## config.mk

```make
export PLATFORM = sky130hd
export DESIGN_NAME = vcm_mult
export DESIGN_NICKNAME = d
export VERILOG_FILES = /design/src/rtl/vcm_pkg.sv /design/src/rtl/vcm_half_add.sv /design/src/rtl/vcm_cell2.sv /design/src/rtl/vcm_merge.sv /design/src/rtl/vcm_mult.sv
export SDC_FILE = /design/constraint.sdc
export NUM_CORES = 1
export LEC_CHECK = 0
export BUFFER_PORTS_ARGS = -buffer_cell sky130_fd_sc_hd__buf_2
export CORE_UTILIZATION = 50
export DETAILED_ROUTE_END_ITERATION = 16
export GPL_TIMING_DRIVEN = 0
export PLACE_DENSITY = 0.67
export SLEW_MARGIN = 20
export SYNTH_ARGS = -nofsm -noshare
export SYNTH_HDL_FRONTEND = slang
export SYNTH_SLANG_ARGS = --single-unit
```

## constraint.sdc

```tcl
create_clock -name vclk -period 15.75
set_clock_uncertainty 0.05 [all_clocks]
set_input_delay 1.575 -clock vclk [all_inputs]
set_output_delay 1.575 -clock vclk [all_outputs]
set_load 0.01 [all_outputs]
```

## src/rtl/vcm_pkg.sv

```systemverilog
// Package: shared helpers for the quad-split multiplier.
// Assumes widths passed in are powers of two, 2 or larger.
package vcm_pkg;

    // Number of recursion levels for an operand width (2 -> 1, 4 -> 2, ...)
    function automatic int vcm_level_count(input int width);
        return $clog2(width);
    endfunction

    // True when a width is a legal operand width for this multiplier
    function automatic bit vcm_width_ok(input int width);
        return (width >= 2) && ((width & (width - 1)) == 0);
    endfunction

endpackage

```

## src/rtl/vcm_half_add.sv

```systemverilog
// Module: one-bit half adder.
// Produces sum (XOR) and carry (AND) of two bits; purely combinational.
module vcm_half_add (
    input  logic x_i,
    input  logic y_i,
    output logic sum_o,
    output logic cry_o
);

    // Sum and carry of two single bits
    always_comb begin
        sum_o = x_i ^ y_i;
        cry_o = x_i & y_i;
    end

endmodule

```

## src/rtl/vcm_cell2.sv

```systemverilog
// Module: 2x2 unsigned multiplier cell, the leaf of the recursion.
// Forms the four bit products with AND gates. The two cross terms and the
// high term are combined through two half adders, so the cell holds
// exactly two XOR gates. Assumes unsigned 2-bit operands.
module vcm_cell2 (
    input  logic [1:0] a_i,
    input  logic [1:0] b_i,
    output logic [3:0] p_o
);

    logic t_lo;
    logic t_x0;
    logic t_x1;
    logic t_hi;
    logic mid_cry;

    // Bit products of the operands
    always_comb begin
        t_lo = a_i[0] & b_i[0];
        t_x0 = a_i[1] & b_i[0];
        t_x1 = a_i[0] & b_i[1];
        t_hi = a_i[1] & b_i[1];
    end

    vcm_half_add u_mid (
        .x_i   (t_x0),
        .y_i   (t_x1),
        .sum_o (p_o[1]),
        .cry_o (mid_cry)
    );

    vcm_half_add u_top (
        .x_i   (t_hi),
        .y_i   (mid_cry),
        .sum_o (p_o[2]),
        .cry_o (p_o[3])
    );

    assign p_o[0] = t_lo;

endmodule

```

## src/rtl/vcm_merge.sv

```systemverilog
// Module: one recursion level's combine step.
// Takes four sub-products of two S-bit halves, zero-pads each into a
// 4S-bit word at its weight (0, S, S, 2S) and adds the four words in a
// single addition. Assumes S >= 1; the sum cannot exceed 4S bits.
module vcm_merge #(
    parameter int S = 1
) (
    input  logic [2*S-1:0] ll_i,
    input  logic [2*S-1:0] hl_i,
    input  logic [2*S-1:0] lh_i,
    input  logic [2*S-1:0] hh_i,
    output logic [4*S-1:0] p_o
);

    localparam int OW = 4 * S;

    logic [OW-1:0] w_ll;
    logic [OW-1:0] w_hl;
    logic [OW-1:0] w_lh;
    logic [OW-1:0] w_hh;

    // Zero-pad each sub-product to full width at its weight
    always_comb begin
        w_ll = {{(2*S){1'b0}}, ll_i};
        w_hl = {{S{1'b0}}, hl_i, {S{1'b0}}};
        w_lh = {{S{1'b0}}, lh_i, {S{1'b0}}};
        w_hh = {hh_i, {(2*S){1'b0}}};
    end

    // Single four-input addition for this level
    always_comb begin
        p_o = w_ll + w_hl + w_lh + w_hh;
    end

endmodule

```

## src/rtl/vcm_mult.sv

```systemverilog
// Module: top of the recursive quad-split unsigned multiplier.
// Level 0 tiles the operands into 2-bit slices and multiplies every
// slice pair in a 2x2 cell. Each later level doubles the block width by
// merging four neighbouring blocks of the level below. The final level
// holds one block: the full 2N-bit product. Assumes N is a power of two,
// 2 or larger; purely combinational.
module vcm_mult
    import vcm_pkg::*;
#(
    parameter int N = 16
) (
    input  logic [N-1:0]   op_a,
    input  logic [N-1:0]   op_b,
    output logic [2*N-1:0] prod
);

    localparam int LV = vcm_level_count(N);

    for (genvar k = 0; k < LV; k++) begin : lv
        localparam int W = 2 << k;     // block operand width at this level
        localparam int M = N / W;      // blocks per operand side
        localparam int H = W / 2;      // half width
        logic [2*W-1:0] part [M*M];

        if (k == 0) begin : g_leaf
            for (genvar i = 0; i < M; i++) begin : g_i
                for (genvar j = 0; j < M; j++) begin : g_j
                    vcm_cell2 u_cell (
                        .a_i (op_a[i*2 +: 2]),
                        .b_i (op_b[j*2 +: 2]),
                        .p_o (part[i*M + j])
                    );
                end
            end
        end else begin : g_node
            for (genvar i = 0; i < M; i++) begin : g_i
                for (genvar j = 0; j < M; j++) begin : g_j
                    vcm_merge #(.S(H)) u_merge (
                        .ll_i (lv[k-1].part[(2*i)   * (2*M) + 2*j]),
                        .hl_i (lv[k-1].part[(2*i+1) * (2*M) + 2*j]),
                        .lh_i (lv[k-1].part[(2*i)   * (2*M) + 2*j + 1]),
                        .hh_i (lv[k-1].part[(2*i+1) * (2*M) + 2*j + 1]),
                        .p_o  (part[i*M + j])
                    );
                end
            end
        end
    end

    assign prod = lv[LV-1].part[0];

endmodule

```

==> results_dict.tcl <==
set metrics [dict create \
    yosys.area.top_type_share_pct 34.8 \
    cp.buffers_inverters 7 \
    critPathKind "input pin to primary output" \
    worst_ep_required_time_ns 14.13 \
    final_hold_viol_count 0 \
    min_period_over_period_pct 87.5 \
    endpoint "prod[31]" \
    cp_common_cell "ha_1" \
    grt_pass1_wl_microns 47900 \
    regArea_sq_um 0 \
    die_h_microns 163 \
    finalNetCount 2108 \
    firstDrtPassIters 5 \
    setup_viol 0 \
    slowest_stage "a2111oi_0" \
    yosysWarnings 0 \
    rsz0062_at_grt "false" \
    syn_nets 2042 \
    rows 58 \
    cp-end-kind "primary output" \
    syn_inst 1550 \
    postRouteAntennaNets 0 \
    status "finished clean" \
    avgSynthCellArea_sq_um 8.34 \
    drt_iter0_drc 397 \
    finalSetupTns_ns 0 \
    seq_cell_count 0 \
    synth.most_common_cell "ha_1" \
    wl_per_cell_microns 14.8 \
    synth_common_cells "360 x ha_1, 255 x and2_1, 244 x inv_1" \
    ys_seq_area_share_pct 0 \
    num_vias 10200 \
    cp.depth 44 \
    syn_area_sq_um 12900 \
    grt_overflow_total 0 \
    clkbuf_count 0 \
    cts.hold.buffers_added 0 \
    path_max_fanout 10 \
    layout-drive-gt1-share_pct 4.77 \
    gp_congestion 0.867 \
    core_area_sq_um 25300 \
    crit_family "adder cells" \
    drc 0 \
    routed_wl_microns 28800 \
    ios 64 \
    hold_class "input pin to primary output" \
    cts_setup_buffers 0 \
    cts_resized 0 \
    period_needed_ns 13.78 \
    via_per_inst 5.22 \
    synth.distinct_cells 57 \
    synth_top_area_cell "ha_1" \
    dpl.hpwl_microns 25500 \
    antenna_found_initial 1 \
    cp.arrival_ns 12.16 \
    final_max_slew_viol_count 0 \
    cap_violations 0 \
    tightestPinTransition_ns 0.716 \
    portBuffers 64 \
    track_usage_pct 22.3 \
    setup.worst_path.start "op_b[0]" \
    cp_slowest_stage_delay_ns 0.59 \
    maxSlewHeadroom_pct 52.2 \
    start_kind "input pin" \
    dieArea_sq_um 26500 \
    fillers 2418 \
    start_util_pct 51.2 \
    syn_to_final_growth_pct 5.69 \
    grt_max_degree 11 \
    fmax_ghz 0.0726 \
    die_w_microns 163 \
    synth_area_leaders "ha_1 35%, fa_1 15%, and2_1 12%" \
    grt_pass1_vias 9906 \
]
## logic make-up after synthesis
logic type	Yosys count	share of synthesized area (%)
AND/OR/NAND/NOR	411	18.8
XOR/XNOR	167	11.3
multiplexers	1	0.0774
AO/OA/AOI/OAI	229	11.2
buffers and inverters	282	8.25
adder cells (fa/ha/maj)	460	50.3
## how the worst min path moves through the flow
| stage | slack (ns) | start | to | depth (start not counted) |
|---|---|---|---|---|
| finish | 3.61 | op_a[0] | prod[0] | 4 |
| global route | 3.64 | op_a[0] | prod[0] | 4 |
| CTS | 3.62 | op_a[0] | prod[0] | 4 |
| detailed placement | 3.62 | op_a[0] | prod[0] | 4 |
| global placement | 3.62 | op_a[0] | prod[0] | 4 |
| floorplan | 3.31 | op_a[0] | prod[0] | 2 |
## cells in the final DEF (no fill, tap or decap), types with 5 or more instances in the layout
master    instances
buf_2            64
a211oi_1          6
clkbuf_1         36
nor2_1           49
nor3_1           10
nand3_1          10
or3_1             5
o21ai_0          27
o21bai_1          6
nand2_1          18
xnor2_1         117
nor2b_1          23
inv_1           244
xor2_1           50
fa_1            100
ha_1            360
and2_1          255
a21oi_1          93
o21a_1            9
a21o_1           58
nand2b_1         10
## layout make-up
type,count,area [sq um],area share [%]
multi-input combinational,1268,11900,86.8
timing repair buffer,64,320,2.34
inverter,244,916,6.70
antenna,1,2.50,0.0183
tap,330,413,3.02
buffer,38,150,1.10
## per-stage QoR
step | area [sq um] | setup WS [ns] | std cells | hold slack, ns | util (%)
floorplan | 12900 | 3.46 | 1550 | 3.31 | -
finish | 13700 | 1.97 | 1945 | 3.61 | 54.1
global placement | 13700 | 2.01 | 1944 | 3.62 | 54.1
global route | 13700 | 1.15 | 1944 | 3.64 | 54.1
CTS | 13700 | 1.85 | 1944 | 3.62 | 54.1
detailed placement | 13700 | 1.91 | 1944 | 3.62 | 54.1
## per-layer routing
layer / share of wire, % / track usage (%) / wire length, microns / up-vias
met2: 48 / 40.7 / 13900 / 135
met4: 0.77 / 1.40 / 221 / 0
li1: - / - / - / 5238
met1: 48 / 30.0 / 13800 / 4777
met3: 2.9 / 1.15 / 833 / 10
met5: 0 / 0 / 0 / -
